==> config.mk <==
export PLATFORM = sky130hd
export DESIGN_NAME = x4_serial_core
export DESIGN_NICKNAME = d
export VERILOG_FILES = /design/src/rtl/x4ser_pkg.sv /design/src/rtl/x4ser_tick.sv /design/src/rtl/x4ser_tx.sv /design/src/rtl/x4ser_rx.sv /design/src/rtl/x4_serial_core.sv
export SDC_FILE = /design/constraint.sdc
export NUM_CORES = 1
export LEC_CHECK = 0
export BUFFER_PORTS_ARGS = -buffer_cell sky130_fd_sc_hd__buf_2
export CAP_MARGIN = 20
export CORE_ASPECT_RATIO = 1.2
export CORE_MARGIN = 8
export CORE_UTILIZATION = 45
export DETAILED_ROUTE_END_ITERATION = 7
export HOLD_SLACK_MARGIN = 0.06
export PLACE_DENSITY = 0.7
export SLEW_MARGIN = 20
export SYNTH_ARGS = -nofsm -noshare
export SYNTH_HDL_FRONTEND = slang
export SYNTH_HIERARCHICAL = 1
export SYNTH_SLANG_ARGS = --single-unit
==> constraint.sdc <==
create_clock -name clk -period 6.5 [get_ports clk]
set_input_delay 0.975 -clock clk [delete_from_list [all_inputs] [get_ports clk]]
set_output_delay 0.975 -clock clk [all_outputs]
set_load 0.02 [all_outputs]
==> src/rtl/x4ser_pkg.sv <==
package x4ser_pkg;
  // ticks per bit and the counter width needed to count them
  localparam int OVERSAMPLE = 4;
  localparam int OS_CW      = $clog2(OVERSAMPLE);

  typedef enum logic [1:0] {
    TX_IDLE,
    TX_ARM,
    TX_SEND
  } tx_state_e;

  typedef enum logic [1:0] {
    RX_IDLE,
    RX_START,
    RX_DATA,
    RX_STOP
  } rx_state_e;
endpackage

==> src/rtl/x4ser_tick.sv <==
module x4ser_tick #(
  parameter int DIV_W = 16
) (
  input  logic             clk,
  input  logic             rst_n,
  input  logic [DIV_W-1:0] div_i,
  input  logic             hold_i,
  output logic             tick_o,
  output logic [DIV_W-1:0] div_act_o
);
  logic [DIV_W-1:0] cnt_q, cnt_d;
  logic [DIV_W-1:0] act_q, act_d;

  // the divisor in use is refreshed only while no frame is in flight
  always_comb begin
    tick_o = (cnt_q >= act_q);
    cnt_d  = tick_o ? '0 : cnt_q + 1'b1;
    act_d  = hold_i ? act_q : div_i;
  end

  always_ff @(posedge clk or negedge rst_n) begin
    if (!rst_n) begin
      cnt_q <= '0;
      act_q <= '0;
    end else begin
      cnt_q <= cnt_d;
      act_q <= act_d;
    end
  end

  assign div_act_o = act_q;
endmodule

==> src/rtl/x4ser_tx.sv <==
module x4ser_tx
  import x4ser_pkg::*;
#(
  parameter int DATA_W = 8
) (
  input  logic              clk,
  input  logic              rst_n,
  input  logic              tick_i,
  input  logic [DATA_W-1:0] data_i,
  input  logic              valid_i,
  output logic              ready_o,
  output logic              busy_o,
  output logic              txd_o
);
  localparam int FRAME_W = DATA_W + 2;
  localparam int BIT_CW  = $clog2(FRAME_W);
  localparam logic [BIT_CW-1:0] BIT_LAST  = BIT_CW'(FRAME_W - 1);
  localparam logic [OS_CW-1:0]  TICK_LAST = OS_CW'(OVERSAMPLE - 1);

  tx_state_e          state_q, state_d;
  logic [OS_CW-1:0]   tcnt_q, tcnt_d;
  logic [BIT_CW-1:0]  bitn_q, bitn_d;
  logic [FRAME_W-1:0] sh_q, sh_d;
  logic               txd_q, txd_d;

  always_comb begin
    state_d = state_q;
    tcnt_d  = tcnt_q;
    bitn_d  = bitn_q;
    sh_d    = sh_q;
    txd_d   = txd_q;
    case (state_q)
      TX_IDLE: begin
        txd_d = 1'b1;
        if (valid_i) begin
          sh_d    = {1'b1, data_i, 1'b0};
          state_d = TX_ARM;
        end
      end
      TX_ARM: begin
        // wait for a tick so the start bit gets four whole ticks
        if (tick_i) begin
          state_d = TX_SEND;
          tcnt_d  = '0;
          bitn_d  = '0;
          txd_d   = sh_q[0];
        end
      end
      TX_SEND: begin
        if (tick_i) begin
          if (tcnt_q == TICK_LAST) begin
            tcnt_d = '0;
            if (bitn_q == BIT_LAST) begin
              state_d = TX_IDLE;
              txd_d   = 1'b1;
            end else begin
              bitn_d = bitn_q + 1'b1;
              sh_d   = {1'b1, sh_q[FRAME_W-1:1]};
              txd_d  = sh_q[1];
            end
          end else begin
            tcnt_d = tcnt_q + 1'b1;
          end
        end
      end
      default: state_d = TX_IDLE;
    endcase
  end

  always_ff @(posedge clk or negedge rst_n) begin
    if (!rst_n) begin
      state_q <= TX_IDLE;
      tcnt_q  <= '0;
      bitn_q  <= '0;
      sh_q    <= '1;
      txd_q   <= 1'b1;
    end else begin
      state_q <= state_d;
      tcnt_q  <= tcnt_d;
      bitn_q  <= bitn_d;
      sh_q    <= sh_d;
      txd_q   <= txd_d;
    end
  end

  assign ready_o = (state_q == TX_IDLE);
  assign busy_o  = (state_q != TX_IDLE);
  assign txd_o   = txd_q;
endmodule

==> src/rtl/x4ser_rx.sv <==
module x4ser_rx
  import x4ser_pkg::*;
#(
  parameter int DATA_W = 8
) (
  input  logic              clk,
  input  logic              rst_n,
  input  logic              tick_i,
  input  logic              rxd_i,
  output logic [DATA_W-1:0] data_o,
  output logic              valid_o,
  output logic              ferr_o,
  output logic              busy_o
);
  localparam int BIT_CW = $clog2(DATA_W);
  localparam logic [BIT_CW-1:0] BIT_LAST  = BIT_CW'(DATA_W - 1);
  localparam logic [OS_CW-1:0]  TICK_LAST = OS_CW'(OVERSAMPLE - 1);
  localparam logic [OS_CW-1:0]  TICK_MID  = OS_CW'(OVERSAMPLE / 2 - 1);

  logic s1_q, s2_q, s3_q;
  logic fall;

  rx_state_e         state_q, state_d;
  logic [OS_CW-1:0]  tcnt_q, tcnt_d;
  logic [BIT_CW-1:0] bitn_q, bitn_d;
  logic [DATA_W-1:0] sh_q, sh_d;
  logic [DATA_W-1:0] dat_q, dat_d;
  logic              vld_q, vld_d;
  logic              err_q, err_d;

  assign fall = s3_q & ~s2_q;

  always_comb begin
    state_d = state_q;
    tcnt_d  = tcnt_q;
    bitn_d  = bitn_q;
    sh_d    = sh_q;
    dat_d   = dat_q;
    vld_d   = 1'b0;
    err_d   = 1'b0;
    case (state_q)
      RX_IDLE: begin
        if (fall) begin
          state_d = RX_START;
          tcnt_d  = '0;
        end
      end
      RX_START: begin
        if (tick_i) begin
          if (tcnt_q == TICK_MID) begin
            // still low at mid start: real frame, otherwise a glitch
            if (!s2_q) begin
              state_d = RX_DATA;
              tcnt_d  = '0;
              bitn_d  = '0;
            end else begin
              state_d = RX_IDLE;
            end
          end else begin
            tcnt_d = tcnt_q + 1'b1;
          end
        end
      end
      RX_DATA: begin
        if (tick_i) begin
          if (tcnt_q == TICK_LAST) begin
            tcnt_d = '0;
            sh_d   = {s2_q, sh_q[DATA_W-1:1]};
            if (bitn_q == BIT_LAST) state_d = RX_STOP;
            else                    bitn_d  = bitn_q + 1'b1;
          end else begin
            tcnt_d = tcnt_q + 1'b1;
          end
        end
      end
      RX_STOP: begin
        if (tick_i) begin
          if (tcnt_q == TICK_LAST) begin
            state_d = RX_IDLE;
            dat_d   = sh_q;
            vld_d   = 1'b1;
            err_d   = ~s2_q;
          end else begin
            tcnt_d = tcnt_q + 1'b1;
          end
        end
      end
      default: state_d = RX_IDLE;
    endcase
  end

  always_ff @(posedge clk or negedge rst_n) begin
    if (!rst_n) begin
      s1_q    <= 1'b1;
      s2_q    <= 1'b1;
      s3_q    <= 1'b1;
      state_q <= RX_IDLE;
      tcnt_q  <= '0;
      bitn_q  <= '0;
      sh_q    <= '0;
      dat_q   <= '0;
      vld_q   <= 1'b0;
      err_q   <= 1'b0;
    end else begin
      s1_q    <= rxd_i;
      s2_q    <= s1_q;
      s3_q    <= s2_q;
      state_q <= state_d;
      tcnt_q  <= tcnt_d;
      bitn_q  <= bitn_d;
      sh_q    <= sh_d;
      dat_q   <= dat_d;
      vld_q   <= vld_d;
      err_q   <= err_d;
    end
  end

  assign data_o  = dat_q;
  assign valid_o = vld_q;
  assign ferr_o  = err_q;
  assign busy_o  = (state_q != RX_IDLE);
endmodule

==> src/rtl/x4_serial_core.sv <==
module x4_serial_core #(
  parameter int DIV_W  = 16,
  parameter int DATA_W = 8
) (
  input  logic              clk,
  input  logic              rst_n,
  input  logic [DIV_W/2-1:0] div_lo,
  input  logic [DIV_W/2-1:0] div_hi,
  input  logic [DATA_W-1:0] tx_data,
  input  logic              tx_valid,
  output logic              tx_ready,
  output logic              txd,
  input  logic              rxd,
  output logic [DATA_W-1:0] rx_data,
  output logic              rx_valid,
  output logic              rx_frame_err
);
  logic             tick;
  logic [DIV_W-1:0] div_act;
  logic             tx_busy, rx_busy;

  x4ser_tick #(.DIV_W(DIV_W)) u_tick (
    .clk       (clk),
    .rst_n     (rst_n),
    .div_i     ({div_hi, div_lo}),
    .hold_i    (tx_busy | rx_busy),
    .tick_o    (tick),
    .div_act_o (div_act)
  );

  x4ser_tx #(.DATA_W(DATA_W)) u_tx (
    .clk     (clk),
    .rst_n   (rst_n),
    .tick_i  (tick),
    .data_i  (tx_data),
    .valid_i (tx_valid),
    .ready_o (tx_ready),
    .busy_o  (tx_busy),
    .txd_o   (txd)
  );

  x4ser_rx #(.DATA_W(DATA_W)) u_rx (
    .clk     (clk),
    .rst_n   (rst_n),
    .tick_i  (tick),
    .rxd_i   (rxd),
    .data_o  (rx_data),
    .valid_o (rx_valid),
    .ferr_o  (rx_frame_err),
    .busy_o  (rx_busy)
  );
endmodule

==> results of run 1 <==
==> kinds of logic (layout without fill, tap and decap cells) <==
family / after synthesis / count (layout) / synth area share
mux: 50 / 50 / 0.134
xor+xnor: 14 / 14 / 0.0292
compound gates: 38 / 38 / 0.0733
flops: 78 / 78 / 0.469
buf+inv: 42 / 86 / 0.0450
fa+ha+maj: 32 / 32 / 0.0954
simple gates: 96 / 96 / 0.154
==> worst register-to-register path: cells and delay by family (launching register included) <==
kind	cells	cell delay (ns)
and+or+nand+nor	5	1.75
AOI/OAI and AO/OA	3	1.08
DFF	1	0.45
adders and majority gates	1	0.34
==> metal layers <==
| layer | track usage | part of all wire |
|---|---|---|
| met1 | 0.152 | 0.46 |
| met5 | 0 | 0 |
| met4 | 0.0580 | 0.019 |
| met3 | 0.0401 | 0.039 |
| met2 | 0.215 | 0.48 |
==> area by class of cell <==
cell class | count | area (sq um)
multi-input cells | 230 | 2040
clock buffers | 12 | 145
clock inverters | 4 | 95.1
well taps | 120 | 150
inverters | 30 | 113
flip-flops and latches | 78 | 1970
fillers | 802 | 4360
repair buffers | 40 | 209
==> through the flow <==
stage	setup WS, ns	cells	cell area (sq um)
floorplan	3.61	350	4200
global placement	2.91	498	4480
detailed placement	2.85	498	4480
CTS	2.82	514	4720
global route	2.48	514	4720
finish	2.80	514	4720
==> worst paths after layout <==
| path | from | end | slack (ns) | cells past startpoint |
|---|---|---|---|---|
| max in group asynchronous | rst_n | u_rx/state_q[0] | 5.38 | 1 |
| min reg2reg | u_rx/s1_q | u_rx/s2_q | 0.36 | 0 |
| max | u_tick/cnt_q[11] | u_tx/sh_q[0] | 2.80 | 9 |
| min in group asynchronous | rst_n | u_tick/div_act_o[13] | 0.66 | 1 |
| min | u_rx/s1_q | u_rx/s2_q | 0.36 | 0 |
| max reg2reg | u_tick/cnt_q[11] | u_tx/sh_q[0] | 2.80 | 9 |
==> registers in the layout, indices dropped and copies added (netlist names), 2 cells and up, named ones only <==
name and flops:
u_tick/cnt_q 16, u_tick/div_act_o 16, u_tx/sh_q 9, u_rx/data_o 8, u_rx/sh_q 8, u_tx/bitn_q 4
u_rx/bitn_q 3, u_rx/tcnt_q 2, u_tx/state_q 2, u_tx/tcnt_q 2
==> layout by cell type, fill, tap and decap left out, types with 3 or more instances in the layout <==
| master | instances |
|---|---|
| dfrtp_1 | 65 |
| buf_2 | 38 |
| mux2_2 | 35 |
| ha_1 | 32 |
| inv_1 | 30 |
| nor2_1 | 17 |
| a21oi_1 | 14 |
| dfstp_2 | 13 |
| xnor2_1 | 13 |
| mux2i_1 | 11 |
| clkbuf_8 | 10 |
| nand3_1 | 10 |
| nand2_1 | 10 |
| nor4_1 | 10 |
| nor4_2 | 9 |
| nor3_1 | 7 |
| nand4_1 | 7 |
| bufinv_16 | 3 |
| nor3b_1 | 3 |
| mux2_4 | 3 |
| o21a_1 | 3 |
| nor2b_1 | 3 |
| nand3b_1 | 3 |
| o21ai_0 | 3 |
| nand2b_1 | 3 |
==> where the power goes <==
group	switching [mW]	total (mW)	internal [mW]
logic	0.267	0.502	0.235
registers	0.0892	0.710	0.621
clock network	0.171	0.436	0.265
total	0.527	1.65	1.12
==> flow_summary_export.csv, run 1 <==
group,metric,value,unit
outcome,outcome,"finished, final reports clean",
layout,final_util,0.520,
yosys,synth_nets,410,
drt,drt-total-wl,7760,um
timing,clock_skew,0.00619,ns
drt,vias,2694,
yosys,ys_top_cells_by_area,"dfrtp_1, ha_1, mux2_2, dfstp_2, xnor2_1",
clock_tree,cts_buffer_depth,2,
clock_tree,cts_tree,"done",
timing,finalSetupViolCount,0,
yosys,synth-edff-count,0,
drt,wl_per_cell,15.1,um
critical_path,critical-path-top-delay-family,"simple AND/OR/NAND/NOR gates",
drt,drt_iter0_markers,69,
timing,min_period_over_period,0.569,
grt,grt.overflow.total,0,
floorplanning,die_x,104,um
timing,fmax,270,MHz
critical_path,slowest_stage,"o31ai_4",
critical_path,critPathKind,"flip-flop to flip-flop",
job,maxCapViolCount,0,
critical_path,cp_max_fo,18,
drt,drc,0,
placement,dp_hpwl,5400,um
clock_tree,hold_buffers,0,
drt,avgViaCountPerCell,5.24,
yosys,yosysTopAreaCellShare,0.388,
timing,tightest_slew,0.941,ns
worst_hold_path,hold_path.class,"flip-flop to flip-flop",
clock_tree,root_buffer,"clkbuf_8",
timing,tns,0,ns
power,finalPower,1.65,mW
floorplanning,die_area,0.0127,sq mm
critical_path,cp_slowest_stage_delay,0.80,ns
yosys,synth-main-ff-cell,"dfrtp_1",
power,ir_drop,0.000205,V
yosys,netlist_area,0.00420,sq mm
clock_tree,cts_buffers,9,
critical_path,path_cells,"ha_1 > nand4_1 > or3_4 > o31ai_4 > or3_1 > a21boi_2 > nor3b_4 > nand3_1 > o21ai_0",
layout,nNetsFinal,449,
critical_path,start_kind,"flip-flop",
yosys,synth_cells,350,
yosys,yosys.area.top_type,"dfrtp_1",
clock_tree,h-tree-depth,3,
grt,grt_antenna_before_repair,0,
critical_path,path_buf_inv,0,
timing,holdWs,0.358,ns
grt,grtUsageTotal,0.129,
timing,hold_viol,0,
grt,grt_pass1_vias,2872,
yosys,yosysMostFrequentCell,"dfrtp_1",
clock_tree,cts_setup_buffers,0,
timing,maxSlewHeadroom,0.372,
drt,ant_nets,0,
layout,layout-drive-gt1-share,0.327,
critical_path,worstPathArrival,3.97,ns
power,power_leakage,2.21,nW
clock_tree,clkLatencyLatePin,0.35,ns
floorplanning,die_height,122,um
yosys,yosysUniqueCellTypes,59,
yosys,ys_seq_area_frac,0.469,
yosys,synth_area_per_cell,12.0,sq um
critical_path,end_kind,"flip-flop",
timing,post-route-min-period,3.70,ns
timing,rsz0062_at_grt,"no",
yosys,ys_seq_elements,78,
floorplanning,pin_count,40,
clock_tree,cts_resized,0,
grt,grt_first_pass_wirelength,13400,um
clock_tree,clk_pin_slew_worst_paths,0.08,ns
yosys,async_flop_share,1.00,
drt,first_pass_iters,4,
floorplanning,std_cell_rows,38,
clock_tree,cts_sinks,78,
yosys,ys_warn_count,6,
grt,grt_max_degree,79,
placement,port-buffer-count,39,
placement,globalplace.congestion,0.761,
layout,diodes,0,
yosys,post_synth_most_frequent_cells,"dfrtp_1, mux2_2, ha_1",
timing,maxSlewViolCount,0,
layout,area_delta_synth_final,12.5,%
floorplanning,start_util,0.462,
critical_path,cp.required,6.77,ns
power,power_density,349,mW/mm^2
floorplanning,coreArea,0.00908,sq mm
Power figures use the tool's default switching activity.
==> run 2: changes to the inputs <==
--- a/config.mk
+++ b/config.mk
@@ -12,7 +12,7 @@
 export CORE_UTILIZATION = 45
 export DETAILED_ROUTE_END_ITERATION = 7
 export HOLD_SLACK_MARGIN = 0.06
-export PLACE_DENSITY = 0.7
+export PLACE_DENSITY = 0.73
 export SLEW_MARGIN = 20
 export SYNTH_ARGS = -nofsm -noshare
 export SYNTH_HDL_FRONTEND = slang
==> constraint.sdc (replaced) <==
create_clock -name clk -period 3.1 [get_ports clk]
set_input_delay 0.465 -clock clk [delete_from_list [all_inputs] [get_ports clk]]
set_output_delay 0.465 -clock clk [all_outputs]
set_load 0.02 [all_outputs]
==> run 2 against run 1 <==
  * Sequential cell count did not move
  * Setup slack got worse by 2.6 ns
  * Combinational power rose by 110%
  * Core utilization rose by 0.26 points
  * Clock skew rose by 0.0077 ns
  * Critical path depth rose by 2
  * First-iteration DRC count rose by 26%
  * Count of clock-buffer cells in the layout fell by 2
==> flow_summary_export.csv, run 2 (synthesis gave the netlist of run 1 again) <==
group,metric,value,unit
drt,avgViaCountPerCell,5.28,
clock_tree,h-tree-depth,3,
critical_path,worstPathArrival,3.17,ns
floorplanning,std_cell_rows,38,
drt,wl_per_cell,14.9,um
power,power_leakage,2.23,nW
layout,diodes,0,
clock_tree,cts_buffers,9,
grt,grt_first_pass_wirelength,13900,um
power,power_density,689,mW/mm^2
layout,fill_cells,799,
layout,area_delta_synth_final,13.0,%
drt,drc,0,
placement,dp.cells,504,
critical_path,path_buf_inv,2,
critical_path,cp.required,3.36,ns
drt,drt_iter0_markers,87,
clock_tree,root_buffer,"clkbuf_8",
layout,instances_no_fill,522,
critical_path,end_kind,"flip-flop",
layout,final_cell_mix,"dfrtp_1, buf_2, mux2_2",
grt,grt_pass1_vias,3017,
drt,drt-total-wl,7770,um
timing,clock_skew,0.0139,ns
placement,dp_hpwl,5660,um
placement,globalplace.congestion,0.815,
layout,layout-drive-gt1-share,0.343,
critical_path,path_cells,"inv_1 > ha_1 > nand2b_1 > a2111oi_2 > o31ai_4 > or3_1 > buf_4 > a21boi_2 > a21oi_1 > nand2_1 > mux2_2",
floorplanning,start_util,0.462,
critical_path,critPathKind,"flip-flop to flip-flop",
job,maxCapViolCount,0,
layout,nNetsFinal,457,
critical_path,cp_slowest_stage_delay,0.52,ns
timing,fmax,343,MHz
timing,post-route-min-period,2.92,ns
timing,tightest_slew,0.719,ns
grt,grt_max_degree,79,
floorplanning,die_area,0.0127,sq mm
floorplanning,die_x,104,um
timing,maxSlewHeadroom,0.520,
timing,finalSetupViolCount,0,
placement,dp_worst_setup_slack,0.165,ns
clock_tree,cts_tree,"done",
timing,maxSlewViolCount,0,
placement,port-buffer-count,39,
outcome,outcome,"finished, final reports clean",
critical_path,slowest_stage,"a2111oi_2",
worst_hold_path,hold_path.class,"primary input to flip-flop",
timing,tns,0,ns
drt,ant_nets,0,
clock_tree,clkLatencyLatePin,0.36,ns
floorplanning,coreArea,0.00908,sq mm
timing,hold_viol,0,
floorplanning,die_height,122,um
grt,grtUsageTotal,0.133,
timing,setup_ws,0.184,ns
grt,grt.overflow.total,0,
critical_path,critical-path-top-delay-family,"compound AO/OA/AOI/OAI gates",
clock_tree,cts_buffer_depth,2,
drt,first_pass_iters,4,
critical_path,start_kind,"flip-flop",
layout,final_common_cell,"dfrtp_1",
power,finalPower,3.27,mW
power,ir_drop,0.000340,V
clock_tree,cts_sinks,78,
drt,vias,2757,
clock_tree,clk_pin_slew_worst_paths,0.09,ns
timing,min_period_over_period,0.941,
timing,rsz0062_at_grt,"no",
critical_path,cp_max_fo,6,
floorplanning,pin_count,40,
grt,grt_antenna_before_repair,0,
==> run 2: changes by cell type in the layout (fill, tap and decap cells not counted) <==
cell / previous run / this run
buf_16: 0 / 1
clkinvlp_4: 0 / 1
bufinv_16: 3 / 0
buf_6: 1 / 0
clkbuf_1: 2 / 0
dlygate4sd3_1: 0 / 1
buf_4: 1 / 8
clkinv_4: 0 / 4
==> run 2: layout make-up <==
type	count	area, sq um	area share
sequential	78	1970	0.415
inverter	30	113	0.0237
timing repair buffer	48	288	0.0607
multi-input combinational	230	2040	0.430
tap	120	150	0.0317
clock buffer	10	138	0.0290
clock inverter	6	47.5	0.0100
==> run 2: final timing paths <==
| check | start | endpoint | slack, ns | cells past startpoint |
|---|---|---|---|---|
| worst max-delay path | u_tick/cnt_q[0] | u_tx/state_q[0] | 0.18 | 11 |
| worst min-delay path | rxd | u_rx/s1_q | 0.19 | 1 |
| worst max register to register | u_tick/cnt_q[0] | u_tx/state_q[0] | 0.18 | 11 |
| worst min register to register | u_rx/s1_q | u_rx/s2_q | 0.36 | 0 |
| max in group asynchronous | rst_n | u_rx/s3_q | 1.90 | 3 |
| min in group asynchronous | rst_n | u_tick/div_act_o[14] | 0.56 | 2 |
==> run 2: power by group <==
part	internal, mW	total, mW	switching [mW]
clock network	0.316	0.705	0.389
logic	0.512	1.07	0.558
registers	1.30	1.49	0.190
total	2.13	3.27	1.14
==> run 2: timing repair <==
action / CTS / global route
hold buffers: 0 / 1
gates resized for setup: 0 / 0
setup buffers: 0 / 0
hold endpoints to repair: 0 / 27
==> run 2: stage by stage <==
| stage | cell area (sq um) | hold slack, ns | utilization |
|---|---|---|---|
| after floorplan | 4200 | 0.169 | - |
| after global placement | 4520 | 0.347 | 0.498 |
| after detailed placement | 4520 | 0.347 | 0.498 |
| after CTS | 4710 | 0.178 | 0.518 |
| after global routing | 4740 | 0.184 | 0.522 |
| final | 4740 | 0.195 | 0.522 |
==> run 2: routing by layer <==
layer  GRT usage  vias up  share of wire
met5           0        -              0
met2       0.234       40           0.52
met3      0.0291       13          0.033
met4      0.0680        0          0.020
li1            -     1341              -
met1       0.152     1363           0.42
==> run 3: changes to the inputs <==
--- a/config.mk
+++ b/config.mk
@@ -5,6 +5,7 @@
 export SDC_FILE = /design/constraint.sdc
 export NUM_CORES = 1
 export LEC_CHECK = 0
+export ABC_AREA = 1
 export BUFFER_PORTS_ARGS = -buffer_cell sky130_fd_sc_hd__buf_2
 export CAP_MARGIN = 20
 export CORE_ASPECT_RATIO = 1.2
@@ -13,7 +14,6 @@
 export DETAILED_ROUTE_END_ITERATION = 7
 export HOLD_SLACK_MARGIN = 0.06
 export PLACE_DENSITY = 0.73
-export SLEW_MARGIN = 20
 export SYNTH_ARGS = -nofsm -noshare
 export SYNTH_HDL_FRONTEND = slang
 export SYNTH_HIERARCHICAL = 1
==> run 3 against run 2 <==
  * Register-to-register slack better by 0.65 ns
  * Worst hold slack improved by 0.039 ns
  * Non-clock buffer count fell by 5
  * Routed wire length up 8.7%
  * Global-route usage increased by 0.31 points
  * Via count grew 20%
  * Sequential power hardly changed
  * Combinational power rose by 25%
  * Largest cell class unchanged
  * Core utilization increased by 0.28 points
==> flow_summary_export.csv, run 3 <==
group,metric,value,unit
outcome,outcome,"finished, final reports clean",
clock_tree,cts_sinks,78,
power,power_switching,1.42,mW
critical_path,end_kind,"flip-flop",
timing,tns,0,ns
power,finalPower,3.93,mW
yosys,yosysTopAreaCellShare,0.367,
drt,avgViaCountPerCell,4.85,
grt,grt_pass1_vias,3452,
placement,dp.cells,665,
drt,vias,3300,
layout,final_cell_area,0.00502,sq mm
clock_tree,root_buffer,"clkbuf_16",
timing,fmax,440,MHz
timing,finalSetupViolCount,0,
power,power_density,782,mW/mm^2
drt,wl_per_cell,12.4,um
layout,layout-drive-gt1-share,0.222,
floorplanning,std_cell_rows,39,
yosys,synth_cells,511,
layout,area_delta_synth_final,13.5,%
yosys,ys_seq_elements,78,
grt,grt_max_degree,79,
drt,drt_iter0_markers,149,
drt,first_pass_iters,4,
yosys,synth_area_per_cell,8.66,sq um
placement,port-buffer-count,39,
yosys,netlist_area,0.00443,sq mm
timing,setup_ws,0.829,ns
clock_tree,cts_buffer_depth,2,
floorplanning,start_util,0.463,
drt,drt-total-wl,8440,um
placement,dp_hpwl,6210,um
yosys,synth-edff-count,0,
timing,hold_viol,0,
power,p_sw_frac,0.362,
critical_path,cp.required,3.32,ns
floorplanning,die_height,125,um
yosys,async_flop_share,1.00,
yosys,post_synth_most_frequent_cells,"nand2_1, dfrtp_1, inv_1",
job,maxCapViolCount,0,
layout,final_cell_mix,"nand2_1, dfrtp_1, inv_1",
clock_tree,h-tree-depth,3,
yosys,ys_top_cells_by_area,"dfrtp_1, nand2_1, ha_1, dfstp_2, inv_1",
yosys,synth_nets,571,
layout,instances_no_fill,681,
yosys,ys_warn_count,6,
timing,maxSlewHeadroom,0.365,
worst_hold_path,min_from,"rxd",
timing,holdWs,0.234,ns
critical_path,critPathKind,"flip-flop to flip-flop",
power,p_clk_frac,0.283,
timing,tightest_slew,0.953,ns
critical_path,cp_max_fo,18,
layout,final_util,0.525,
layout,diodes,0,
drt,drc,0,
timing,clock_skew,0.00826,ns
grt,grt_first_pass_wirelength,15000,um
clock_tree,hold_buffers,0,
drt,ant_nets,0,
layout,fill_cells,893,
yosys,yosysUniqueCellTypes,41,
critical_path,rrSetupSlack,0.83,ns
critical_path,r2r-start,"u_tick/cnt_q[3]",
floorplanning,coreArea,0.00956,sq mm
timing,maxSlewViolCount,0,
critical_path,worstPathArrival,2.49,ns
clock_tree,cts_tree,"done",
critical_path,start_kind,"flip-flop",
critical_path,rr_worst_depth,15,
floorplanning,die_x,107,um
grt,grtUsageTotal,0.137,
grt,grt.overflow.total,0,
worst_hold_path,min_path_cells,1,
power,power_frac_seq,0.375,
power,power_leakage,2.59,nW
clock_tree,clk_pin_slew_worst_paths,0.06,ns
layout,nNetsFinal,613,
placement,dp_worst_setup_slack,0.823,ns
clock_tree,clkLatencyLatePin,0.33,ns
timing,min_period_over_period,0.733,
placement,globalplace.congestion,0.826,
yosys,yosys.area.top_type,"dfrtp_1",
clock_tree,cts_setup_buffers,0,
yosys,yosysMostFrequentCell,"nand2_1",
layout,final_common_cell,"nand2_1",
placement,placed_area,0.00471,sq mm
grt,grt_antenna_before_repair,0,
floorplanning,pin_count,40,
yosys,ys_seq_area_frac,0.445,
power,power_frac_comb,0.342,
worst_hold_path,hold_path.class,"primary input to flip-flop",
yosys,synth-main-ff-cell,"dfrtp_1",
clock_tree,cts_resized,0,
clock_tree,cts_buffers,9,
timing,rsz0062_at_grt,"no",
power,ir_drop,0.000458,V
timing,post-route-min-period,2.27,ns
worst_hold_path,holdPathEnd,"u_rx/s1_q",
power,p_int,2.51,mW
floorplanning,die_area,0.0133,sq mm
-- run 3: cell types whose count changed in the layout (fill, tap and decap cells not counted), sizes merged, moves of 7 or more --
| cell | delta |
|---|---|
| nand2 | +138 |
| nor2 | +50 |
| mux2 | -37 |
| inv | +32 |
| nand3 | +20 |
| nor4 | -19 |
| o21ai | +16 |
| a21oi | +15 |
| mux2i | -11 |
| xnor2 | -10 |
| xor2 | +7 |
-- run 3: critical path, stage by stage (launching register included) --
cell	delay [ns]
dfrtp_1	0.43
ha_1	0.33
nand2_1	0.07
nor2_1	0.12
nor2_1	0.05
nand2_1	0.05
nand2_1	0.04
nand2_1	0.05
nand2_1	0.06
nand2_2	0.19
buf_4	0.28
nand2_1	0.09
o21ai_2	0.13
nand3_1	0.12
nand2_1	0.10
nand2_1	0.05
-- run 3: kinds of logic (layout without fill, tap and decap cells) --
logic type,count (synthesis),count (layout),share of synthesized area
adders and majority gates,32,32,0.0904
xor gates and xnor gates,11,11,0.0218
AOI/OAI and AO/OA,54,54,0.0738
and+or+nand+nor,260,260,0.285
buffers and inverters,74,121,0.0797
muxes,2,2,0.00509
DFF,78,78,0.445
-- run 3: layer usage --
layer / part of all wire / vias to the layer above / track usage
li1: - / 1684 / -
met1: 0.44 / 1552 / 0.157
met2: 0.50 / 51 / 0.232
met4: 0.019 / 0 / 0.0664
met5: 0 / - / 0
met3: 0.039 / 13 / 0.0316
-- run 3: power by group through the flow --
stage | sequential, mW | clock [mW] | combinational (mW)
final | 1.47 | 1.11 | 1.34
after global routing | 1.51 | 1.18 | 1.56
after CTS | 1.48 | 1.14 | 1.37
after detailed placement | 1.49 | 0 | 1.36
after global placement | 1.48 | 0 | 1.29
after floorplan | 1.41 | 0 | 1.14
-- run 3: worst max path at each step --
stage	from	to	slack, ns	cells after the start
4_1_cts	u_tick/cnt_q[3]	flip-flop	0.81	15
6_report	u_tick/cnt_q[3]	flip-flop	0.83	15
3_3_place_gp	u_tick/cnt_q[3]	flip-flop	0.95	15
5_1_grt	u_tick/cnt_q[3]	u_rx/tcnt_q[0]	0.64	15
3_5_place_dp	u_tick/cnt_q[3]	flip-flop	0.82	15
2_1_floorplan	u_tick/cnt_q[3]	u_rx/data_o[0]	1.02	13
-- run 3: area by class of cell --
type,instances,area (sq um),area share
clock buffer,12,246,0.0491
clock inverter,4,70.1,0.0140
inverter,62,250,0.0498
multi-input combinational,359,2110,0.419
sequential,78,1970,0.392
tap,123,154,0.0306
timing repair buffer,43,228,0.0453
